File: src/rtl/osc_gen_pkg.sv
package osc_gen_pkg;

   typedef struct packed {
      logic rise;
      logic fall;
   } edge_strb_t;

   // A divide value is usable when it is even and within 2..lim
   function automatic bit div_legal(input int unsigned n, input int unsigned lim);
      return (n >= 2) && (n <= lim) && (n % 2 == 0);
   endfunction

   // Largest increment whose output stays at or below max_hz
   function automatic longint unsigned inc_ceiling(input int acc_w,
                                                   input longint unsigned max_hz,
                                                   input longint unsigned sys_hz);
      return (max_hz << acc_w) / sys_hz;
   endfunction

endpackage

File: src/rtl/osc_edge_strobe.sv
module osc_edge_strobe (
   input  logic                    clk,
   input  logic                    rst_n,
   input  logic                    en,
   input  logic                    level,
   output osc_gen_pkg::edge_strb_t strb
);
   logic level_q;

   always_ff @(posedge clk) begin
      if (!rst_n || !en) level_q <= 1'b0;
      else               level_q <= level;
   end

   always_comb begin
      strb.rise = level & ~level_q;
      strb.fall = ~level & level_q;
   end
endmodule

File: src/rtl/osc_phase_acc.sv
module osc_phase_acc #(
   parameter int ACC_W = 32
) (
   input  logic             clk,
   input  logic             rst_n,
   input  logic             en,
   input  logic [ACC_W-1:0] inc,
   output logic             msb
);
   logic [ACC_W-1:0] phase_q;

   always_ff @(posedge clk) begin
      if (!rst_n || !en) phase_q <= '0;
      else               phase_q <= phase_q + inc;
   end

   assign msb = phase_q[ACC_W-1];
endmodule

File: src/rtl/osc_bclk_div.sv
module osc_bclk_div #(
   parameter int HALF_W = 8
) (
   input  logic              clk,
   input  logic              rst_n,
   input  logic              en,
   input  logic              tick,
   input  logic [HALF_W-1:0] half,
   output logic              bclk
);
   logic [HALF_W-1:0] cnt_q;
   logic [HALF_W:0]   cnt_nxt;

   assign cnt_nxt = {1'b0, cnt_q} + (HALF_W+1)'(1);

   always_ff @(posedge clk) begin
      if (!rst_n || !en) begin
         cnt_q <= '0;
         bclk  <= 1'b0;
      end else if (tick) begin
         // ">=" recovers cleanly when the half period shrinks mid-count
         if (cnt_nxt >= {1'b0, half}) begin
            cnt_q <= '0;
            bclk  <= ~bclk;
         end else begin
            cnt_q <= cnt_nxt[HALF_W-1:0];
         end
      end
   end
endmodule

File: src/rtl/osc_reg_file.sv
module osc_reg_file #(
   parameter int              ACC_W     = 32,
   parameter int              DIV_W     = 9,
   parameter int              DIV_MAX   = 256,
   parameter int              DIV_RST   = 4,
   parameter longint unsigned INC_LIMIT = 1,
   parameter bit              CLAMP_INC = 1'b1
) (
   input  logic             clk,
   input  logic             rst_n,
   input  logic             inc_we,
   input  logic [ACC_W-1:0] inc_wdata,
   input  logic             div_we,
   input  logic [DIV_W-1:0] div_wdata,
   output logic [ACC_W-1:0] inc_q,
   output logic [DIV_W-2:0] div_half_q
);
   localparam logic [ACC_W-1:0] LIM      = ACC_W'(INC_LIMIT);
   localparam logic [DIV_W-2:0] HALF_RST = (DIV_W-1)'(DIV_RST / 2);

   logic [ACC_W-1:0] inc_next;
   logic             inc_ok;
   logic             div_ok;

   generate
      if (CLAMP_INC) begin : g_clamp
         assign inc_next = (inc_wdata > LIM) ? LIM : inc_wdata;
         assign inc_ok   = 1'b1;
      end else begin : g_reject
         assign inc_next = inc_wdata;
         assign inc_ok   = (inc_wdata <= LIM);
      end
   endgenerate

   assign div_ok = osc_gen_pkg::div_legal(32'(div_wdata), DIV_MAX);

   always_ff @(posedge clk) begin
      if (!rst_n) begin
         inc_q      <= '0;
         div_half_q <= HALF_RST;
      end else begin
         if (inc_we && inc_ok) inc_q      <= inc_next;
         if (div_we && div_ok) div_half_q <= div_wdata[DIV_W-1:1];
      end
   end
endmodule

File: src/rtl/osc_clk_gen.sv
module osc_clk_gen #(
   parameter int              ACC_W      = 32,
   parameter longint unsigned SYS_HZ     = 200_000_000,
   parameter longint unsigned OSC_MAX_HZ = 40_000_000,
   parameter int              DIV_MAX    = 256,
   parameter int              DIV_W      = $clog2(DIV_MAX) + 1,
   parameter int              DIV_RST    = 4,
   parameter bit              CLAMP_INC  = 1'b1
) (
   input  logic             clk,
   input  logic             rst_n,
   input  logic             enable,
   input  logic             inc_we,
   input  logic [ACC_W-1:0] inc_wdata,
   input  logic             div_we,
   input  logic [DIV_W-1:0] div_wdata,
   output logic             osclk,
   output logic             osclk_rise,
   output logic             osclk_fall,
   output logic             bclk,
   output logic             bclk_rise,
   output logic             bclk_fall
);
   localparam int              HALF_W    = DIV_W - 1;
   localparam longint unsigned INC_LIMIT =
      osc_gen_pkg::inc_ceiling(ACC_W, OSC_MAX_HZ, SYS_HZ);

   generate
      if (ACC_W < 4 || ACC_W > 36) begin : g_bad_acc_w
         $error("osc_clk_gen: ACC_W must be within 4..36");
      end
      if (SYS_HZ < 2 * OSC_MAX_HZ) begin : g_bad_rate
         $error("osc_clk_gen: SYS_HZ must be at least twice OSC_MAX_HZ");
      end
      if (DIV_MAX < 2 || (DIV_MAX % 2) != 0) begin : g_bad_div_max
         $error("osc_clk_gen: DIV_MAX must be even and at least 2");
      end
      if (DIV_W != $clog2(DIV_MAX) + 1) begin : g_bad_div_w
         $error("osc_clk_gen: DIV_W does not match DIV_MAX");
      end
      if (!osc_gen_pkg::div_legal(DIV_RST, DIV_MAX)) begin : g_bad_div_rst
         $error("osc_clk_gen: DIV_RST is not a legal divide value");
      end
      if (INC_LIMIT == 0) begin : g_bad_limit
         $error("osc_clk_gen: OSC_MAX_HZ is below one frequency step");
      end
   endgenerate

   logic [ACC_W-1:0]        inc_q;
   logic [HALF_W-1:0]       div_half_q;
   osc_gen_pkg::edge_strb_t os_strb;
   osc_gen_pkg::edge_strb_t bc_strb;

   osc_reg_file #(
      .ACC_W     (ACC_W),
      .DIV_W     (DIV_W),
      .DIV_MAX   (DIV_MAX),
      .DIV_RST   (DIV_RST),
      .INC_LIMIT (INC_LIMIT),
      .CLAMP_INC (CLAMP_INC)
   ) u_regs (
      .clk        (clk),
      .rst_n      (rst_n),
      .inc_we     (inc_we),
      .inc_wdata  (inc_wdata),
      .div_we     (div_we),
      .div_wdata  (div_wdata),
      .inc_q      (inc_q),
      .div_half_q (div_half_q)
   );

   osc_phase_acc #(.ACC_W(ACC_W)) u_acc (
      .clk   (clk),
      .rst_n (rst_n),
      .en    (enable),
      .inc   (inc_q),
      .msb   (osclk)
   );

   osc_edge_strobe u_os_edge (
      .clk   (clk),
      .rst_n (rst_n),
      .en    (enable),
      .level (osclk),
      .strb  (os_strb)
   );

   osc_bclk_div #(.HALF_W(HALF_W)) u_div (
      .clk   (clk),
      .rst_n (rst_n),
      .en    (enable),
      .tick  (os_strb.rise),
      .half  (div_half_q),
      .bclk  (bclk)
   );

   osc_edge_strobe u_bc_edge (
      .clk   (clk),
      .rst_n (rst_n),
      .en    (enable),
      .level (bclk),
      .strb  (bc_strb)
   );

   assign osclk_rise = os_strb.rise;
   assign osclk_fall = os_strb.fall;
   assign bclk_rise  = bc_strb.rise;
   assign bclk_fall  = bc_strb.fall;
endmodule

File: config.mk
export PLATFORM = sky130hd
export DESIGN_NAME = osc_clk_gen
export DESIGN_NICKNAME = d
export VERILOG_FILES = /design/src/rtl/osc_gen_pkg.sv /design/src/rtl/osc_edge_strobe.sv /design/src/rtl/osc_phase_acc.sv /design/src/rtl/osc_bclk_div.sv /design/src/rtl/osc_reg_file.sv /design/src/rtl/osc_clk_gen.sv
export SDC_FILE = /design/constraint.sdc
export NUM_CORES = 1
export LEC_CHECK = 0
export BUFFER_PORTS_ARGS = -buffer_cell sky130_fd_sc_hd__buf_2
export CAP_MARGIN = 25
export CORE_MARGIN = 3
export CORE_UTILIZATION = 35
export DETAILED_ROUTE_END_ITERATION = 10
export HOLD_SLACK_MARGIN = 0.05
export PLACE_DENSITY = 0.52
export SETUP_SLACK_MARGIN = 0.05
export SYNTH_ARGS = -nofsm -noshare
export SYNTH_HDL_FRONTEND = slang
export SYNTH_SLANG_ARGS = --single-unit
export TNS_END_PERCENT = 10
File: constraint.sdc
create_clock -name clk -period 6.6 [get_ports clk]
set_input_delay 0.33 -clock clk [delete_from_list [all_inputs] [get_ports clk]]
set_output_delay 0.33 -clock clk [all_outputs]
set_load 0.1 [all_outputs]
==> results.sh, run 1 <==
export IMPL_cts_sinks=83
export IMPL_fin_nets=723
export IMPL_path_clk_slew_ps=60
export IMPL_fin_skew_ps=6.30
export IMPL_ys_seq_elements=83
export IMPL_synth_area_per_cell_um2=8.49
export IMPL_hold_violations=0
export IMPL_p_seq_share_pct=43.4
export IMPL_post_drt_wl_per_cell_um=16.4
export IMPL_grt_max_degree=48
export IMPL_hold_buffers=0
export IMPL_tns_ps=0
export IMPL_hold_depth=3
export IMPL_syn_cell_area_um2=5090
export IMPL_min_period_ps=3280
export IMPL_setup_viol=0
export IMPL_vias=4437
export IMPL_whs_ps=242
export IMPL_synth_top_family_by_area="simple AND/OR/NAND/NOR gates"
export IMPL_syn_instance_count=599
export IMPL_critPathMaxFanout=7
export IMPL_leakage_nw=2.48
export IMPL_drt_vias_per_instance=5.42
export IMPL_grt_pass1_wl_mm=22.0
export IMPL_worst_r2r_endpoint="u_div.cnt_q[1]"
export IMPL_clockBufferDepth=2
export IMPL_dp_cells=805
export IMPL_dp_hpwl_mm=9.96
export IMPL_ys_async_sr_fraction_pct=0
export IMPL_ys_top_cells_by_count="dfxtp_1, nor2_1, nand2_1, ha_1, a21oi_1"
export IMPL_hp_start="div_wdata[2]"
export IMPL_die_w_um=127
export IMPL_gp_congestion=0.834
export IMPL_maxCapViolCount=0
export IMPL_synth_ff_type="dfxtp_1"
export IMPL_ys_warn_count=0
export IMPL_drive_gt1_share_pct=15.3
export IMPL_drtAntennaViolNets=0
export IMPL_final_util_pct=41.2
export IMPL_drt_initial_drc_count=323
export IMPL_worstSkewPairLatency_ps=350
export IMPL_syn2layout_area_growth_pct=13.8
export IMPL_min_to="u_regs.div_half_q[1]"
export IMPL_power_density_nw_per_um2=211
export IMPL_dr_pass1_iters=7
export IMPL_numPortBuffers=51
export IMPL_p_int_mw=0.925
export IMPL_synthXorXnorAreaFrac_pct=4.48
export IMPL_drc=0
export IMPL_rr_worst_depth=11
export IMPL_cts_resized=0
export IMPL_post_cts_setup_buffers=0
export IMPL_synthAdderAreaFrac_pct=10.2
export IMPL_clockRootBuffer="clkbuf_16"
export IMPL_start_util_pct=36.2
export IMPL_outcome="complete, no violations"
export IMPL_grt_ovfl_total=0
export IMPL_h_tree_depth=3
export IMPL_worstPathRequired_ps=6890
export IMPL_power_mw=1.22
export IMPL_cts_tree="done"
export IMPL_slew_headroom_pct=29.0
export IMPL_die_h_um=127
export IMPL_die_area_um2=16000
export IMPL_swShare_pct=24.2
export IMPL_yosys_top_cells_area="dfxtp_1, ha_1, nor2_1, o221a_2, a21oi_1"
export IMPL_synth_nets=686
export IMPL_grtUsageTotal_pct=17.2
export IMPL_critical_path_class="reg -> reg"
export IMPL_final_cell_count_no_fill=819
export IMPL_arrival_ps=3570
export IMPL_combPwrFrac_pct=11.5
export IMPL_seq_area_frac_synth_pct=32.7
export IMPL_cp_start_kind="flop"
export IMPL_synth_edf_count=0
export IMPL_antenna_cells=0
export IMPL_p_clk_share_pct=45.2
export IMPL_synthDistinctLibCells=64
export IMPL_io_pin_count=52
export IMPL_antenna_found_initial=0
export IMPL_grt_pass1_vias=4294
export IMPL_regToRegSetupSlack_ps=3320
export IMPL_timing_fmax_mhz=305
export IMPL_irDropWorstVdd_mv=0.115
export IMPL_reg2reg_from="u_div.cnt_q[0]"
export IMPL_synth_top_area_cell="dfxtp_1"
export IMPL_cp_end_kind="flop"
export IMPL_rsz0062_at_grt="false"
export IMPL_cts_made_buffers=9
export IMPL_synth_most_common_cell="dfxtp_1"
export IMPL_netSwitchingPower_mw=0.296
export IMPL_core_area_um2=14000
export IMPL_synth_top_cell_area_share_pct=32.7
export IMPL_min_period_over_period_pct=49.6
export IMPL_synthMuxAreaShare_pct=1.77
export IMPL_synth_compound_area_share_pct=23.3
export IMPL_hold_path_class="in -> reg"
export IMPL_finalMaxSlewViolations=0
export IMPL_synth_simple_area_share_pct=24.2
export IMPL_wl_mm=13.4
export IMPL_rows=43
export IMPL_tightest_slew_ps=1060
worst max-delay path by stage:
stage                         from             end  slack, ps  cells after the start
floorplan           u_div.cnt_q[0]  u_div.cnt_q[3]       3830                     11
global placement    u_div.cnt_q[0]  u_div.cnt_q[7]       3170                     10
detailed placement  u_div.cnt_q[0]  u_div.cnt_q[1]       3370                     11
CTS                 u_div.cnt_q[0]  u_div.cnt_q[1]       3350                     11
global route        u_div.cnt_q[0]  u_div.cnt_q[3]       3110                     11
finish              u_div.cnt_q[0]  u_div.cnt_q[1]       3320                     11
worst max-delay path, cell delays in order (launching register included):
cell and delay, ps:
dfxtp_1 390, ha_1 240, nand3_1 180, or2_2 380
xnor2_1 180, ha_1 270, and3_1 180, a221o_1 300
o21ai_0 510, buf_4 260, and2_1 160, a32o_1 160
stage by stage:
stage	cell area, um2	setup slack, ps
final	5790	3320
after global routing	5790	3110
after CTS	5790	3350
after detailed placement	5470	3370
after global placement	5470	3170
after floorplan	5090	3830
cell type report:
cell class	count	area, um2
Tap cell	180	225
Clock inverter	2	60.1
Inverter	13	48.8
Multi-Input combinational cell	474	3250
Timing Repair Buffer	55	285
Sequential cell	83	1660
Clock buffer	12	256
Fill cell	1432	8250
cell families (layout without fill, tap and decap cells):
kind of cell | Yosys count | in the layout
AND/OR/NAND/NOR | 237 | 237
AO/OA/AOI/OAI | 161 | 161
buffers and inverters | 42 | 82
adder cells (fa/ha/maj) | 41 | 41
XOR/XNOR | 26 | 26
flip-flops | 83 | 83
multiplexers | 9 | 9
power groups by stage:
| stage | logic [mW] | registers [mW] | clock network [mW] |
|---|---|---|---|
| 6_report | 0.140 | 0.529 | 0.552 |
| 5_1_grt | 0.157 | 0.531 | 0.585 |
| 4_1_cts | 0.140 | 0.530 | 0.569 |
| 3_5_place_dp | 0.139 | 0.541 | 0 |
| 3_3_place_gp | 0.137 | 0.540 | 0 |
| 2_1_floorplan | 0.0960 | 0.537 | 0 |
sequential cells by signal, summed over array words and instances, names as in the netlist:
register / count
u_bc_edge.level_q: 1
u_div.bclk: 1
u_acc.phase_q: 32
u_div.cnt_q: 8
u_regs.inc_q: 32
u_os_edge.level_q: 1
u_regs.div_half_q: 8
cell usage in the layout (no fill, tap or decap), types with 3 or more instances in the layout:
cell	synthesis	routed
and3_1	21	21
a31oi_1	7	7
ha_1	40	40
nand2b_1	6	6
o211ai_1	5	5
nand3_1	18	18
a21oi_1	35	35
nor3b_1	4	4
buf_4	1	4
a21o_1	12	12
or3_1	4	4
and2_1	4	4
dfxtp_1	83	83
o21ai_0	25	25
o221a_2	18	18
inv_1	13	13
or4_1	3	3
o21a_1	22	22
mux2i_1	9	9
nand4_1	12	12
nor2_1	57	57
buf_2	2	51
a211o_1	4	4
nand2_1	45	45
and3b_1	4	4
nor3_1	20	20
a211oi_1	6	6
xnor2_1	13	13
clkbuf_16	0	9
nor2b_1	27	27
xor2_1	13	13
layer usage:
layer  share of wire [%]  routed length, um  up-vias  global-route usage (%)
li1                    -                  -     2274                       -
met3                 5.5                738       14                    3.54
met5                   0                  0        -                       0
met4                 1.4                191        0                    4.98
met2                  43               5730      111                    26.0
met1                  50               6780     2038                    24.7
(Power assumes the default switching activity.)
==> inputs of run 2 (changes only) <==
==> constraint.sdc (replaced) <==
create_clock -name clk -period 3.3 [get_ports clk]
set_input_delay 0.165 -clock clk [delete_from_list [all_inputs] [get_ports clk]]
set_output_delay 0.165 -clock clk [all_outputs]
set_load 0.1 [all_outputs]
==> run 2 against run 1 <==
Effect of this change:
- setup slack lost 2900 ps
- highest routed layer unchanged
- clock power up 70%
- core utilization decreased by 0.16 points
- clock-buffer cell count is 1 lower
- sequential power grew 100%
- global-route usage grew 0.13 points
==> results.sh, run 2 (synthesis gave the netlist of run 1 again) <==
export IMPL_final_common_cell="dfxtp_1"
export IMPL_regArea_um2=1660
export IMPL_finalMaxSlewViolations=0
export IMPL_min_period_over_period_pct=87.5
export IMPL_post_cts_setup_buffers=0
export IMPL_hold_buffers=0
export IMPL_clockRootBuffer="clkbuf_16"
export IMPL_grtUsageTotal_pct=17.3
export IMPL_antenna_found_initial=0
export IMPL_grt_pass1_wl_mm=22.3
export IMPL_rows=43
export IMPL_outcome="complete, no violations"
export IMPL_tightest_slew_ps=882
export IMPL_grt_ovfl_total=0
export IMPL_reg_top3="u_acc.phase_q (32), u_regs.inc_q (32)"
export IMPL_dr_pass1_iters=5
export IMPL_numPortBuffers=51
export IMPL_fin_skew_ps=9.34
export IMPL_placed_area_um2=5500
export IMPL_cts_sinks=83
export IMPL_die_area_um2=16000
export IMPL_fin_nets=726
export IMPL_rsz0062_at_grt="false"
export IMPL_maxCapViolCount=0
export IMPL_dp_hpwl_mm=10.2
export IMPL_tns_ps=0
export IMPL_worstPathRequired_ps=3590
export IMPL_irDropWorstVdd_mv=0.232
export IMPL_fill_cells=1417
export IMPL_rr_worst_depth=11
export IMPL_cts_made_buffers=9
export IMPL_grt_max_degree=48
export IMPL_hold_path_class="in -> reg"
export IMPL_critPathMaxFanout=12
export IMPL_timing_fmax_mhz=346
export IMPL_die_h_um=127
export IMPL_core_area_um2=14000
export IMPL_start_util_pct=36.2
export IMPL_power_mw=2.28
export IMPL_setup_viol=0
export IMPL_whs_ps=86.2
export IMPL_drt_initial_drc_count=290
export IMPL_arrival_ps=3180
export IMPL_min_period_ps=2890
export IMPL_post_drt_wl_per_cell_um=16.5
export IMPL_worstSkewPairLatency_ps=350
export IMPL_syn2layout_area_growth_pct=13.4
export IMPL_leakage_nw=2.48
export IMPL_path_clk_slew_ps=60
export IMPL_power_density_nw_per_um2=395
export IMPL_final_area_um2=5770
export IMPL_slew_headroom_pct=41.0
export IMPL_gp_congestion=0.860
export IMPL_vias=4510
export IMPL_cts_tree="done"
export IMPL_cp_end_kind="flop"
export IMPL_clockBufferDepth=2
export IMPL_critical_path_class="reg -> reg"
export IMPL_die_w_um=127
export IMPL_hold_depth=3
export IMPL_drt_vias_per_instance=5.47
export IMPL_antenna_cells=0
export IMPL_hold_violations=0
export IMPL_multi_input_area_um2=3250
export IMPL_cts_resized=0
export IMPL_grt_pass1_vias=4267
export IMPL_drive_gt1_share_pct=16.0
export IMPL_drc=0
export IMPL_wl_mm=13.6
export IMPL_drtAntennaViolNets=0
export IMPL_layout_common_cells="dfxtp_1, nor2_1, buf_2, nand2_1, ha_1"
export IMPL_h_tree_depth=3
export IMPL_io_pin_count=52
export IMPL_cp_start_kind="flop"
run 2: layout make-up:
type	instances	area share, %
clock buffers	11	4.21
clock inverters	5	0.499
repair buffers	58	5.34
inverters	13	0.846
well taps	180	3.90
flip-flops and latches	83	28.8
multi-input cells	474	56.4
run 2: report_power, final:
group,switching (mW),internal (mW)
registers,0.0207,1.04
clock network,0.410,0.526
logic,0.166,0.116
run 2: critical path: stages, from the launching register on:
cell	delay, ps
dfxtp_1	390
ha_1	250
nand3_1	180
or2_2	390
xnor2_1	200
ha_1	270
and3_1	180
a221o_1	300
o21ai_0	140
buf_4	200
and2_1	160
a32o_1	160
run 2: metrics by stage:
step / std cells / utilization (%) / setup WS (ps)
4_1_cts: 824 / 41.1 / 403
5_1_grt: 824 / 41.1 / 221
2_1_floorplan: 599 / - / 532
6_report: 824 / 41.1 / 413
3_5_place_dp: 808 / 39.1 / 435
3_3_place_gp: 808 / 39.1 / 539
run 2: worst paths after layout:
check,from,end,slack (ps)
hold reg to reg,u_regs.inc_q[30],u_regs.inc_q[30],510
hold / removal,div_wdata[2],u_regs.div_half_q[1],90
setup reg to reg,u_div.cnt_q[0],u_div.cnt_q[1],410
setup / recovery,u_div.cnt_q[0],u_div.cnt_q[1],410
run 2: metal layers:
layer	share of wire, %	vias up	global-route usage [%]
li1	-	2284	-
met1	51	2098	25.1
met2	43	119	25.9
met4	0.82	0	3.72
met3	5.4	9	4.55
met5	0	-	0
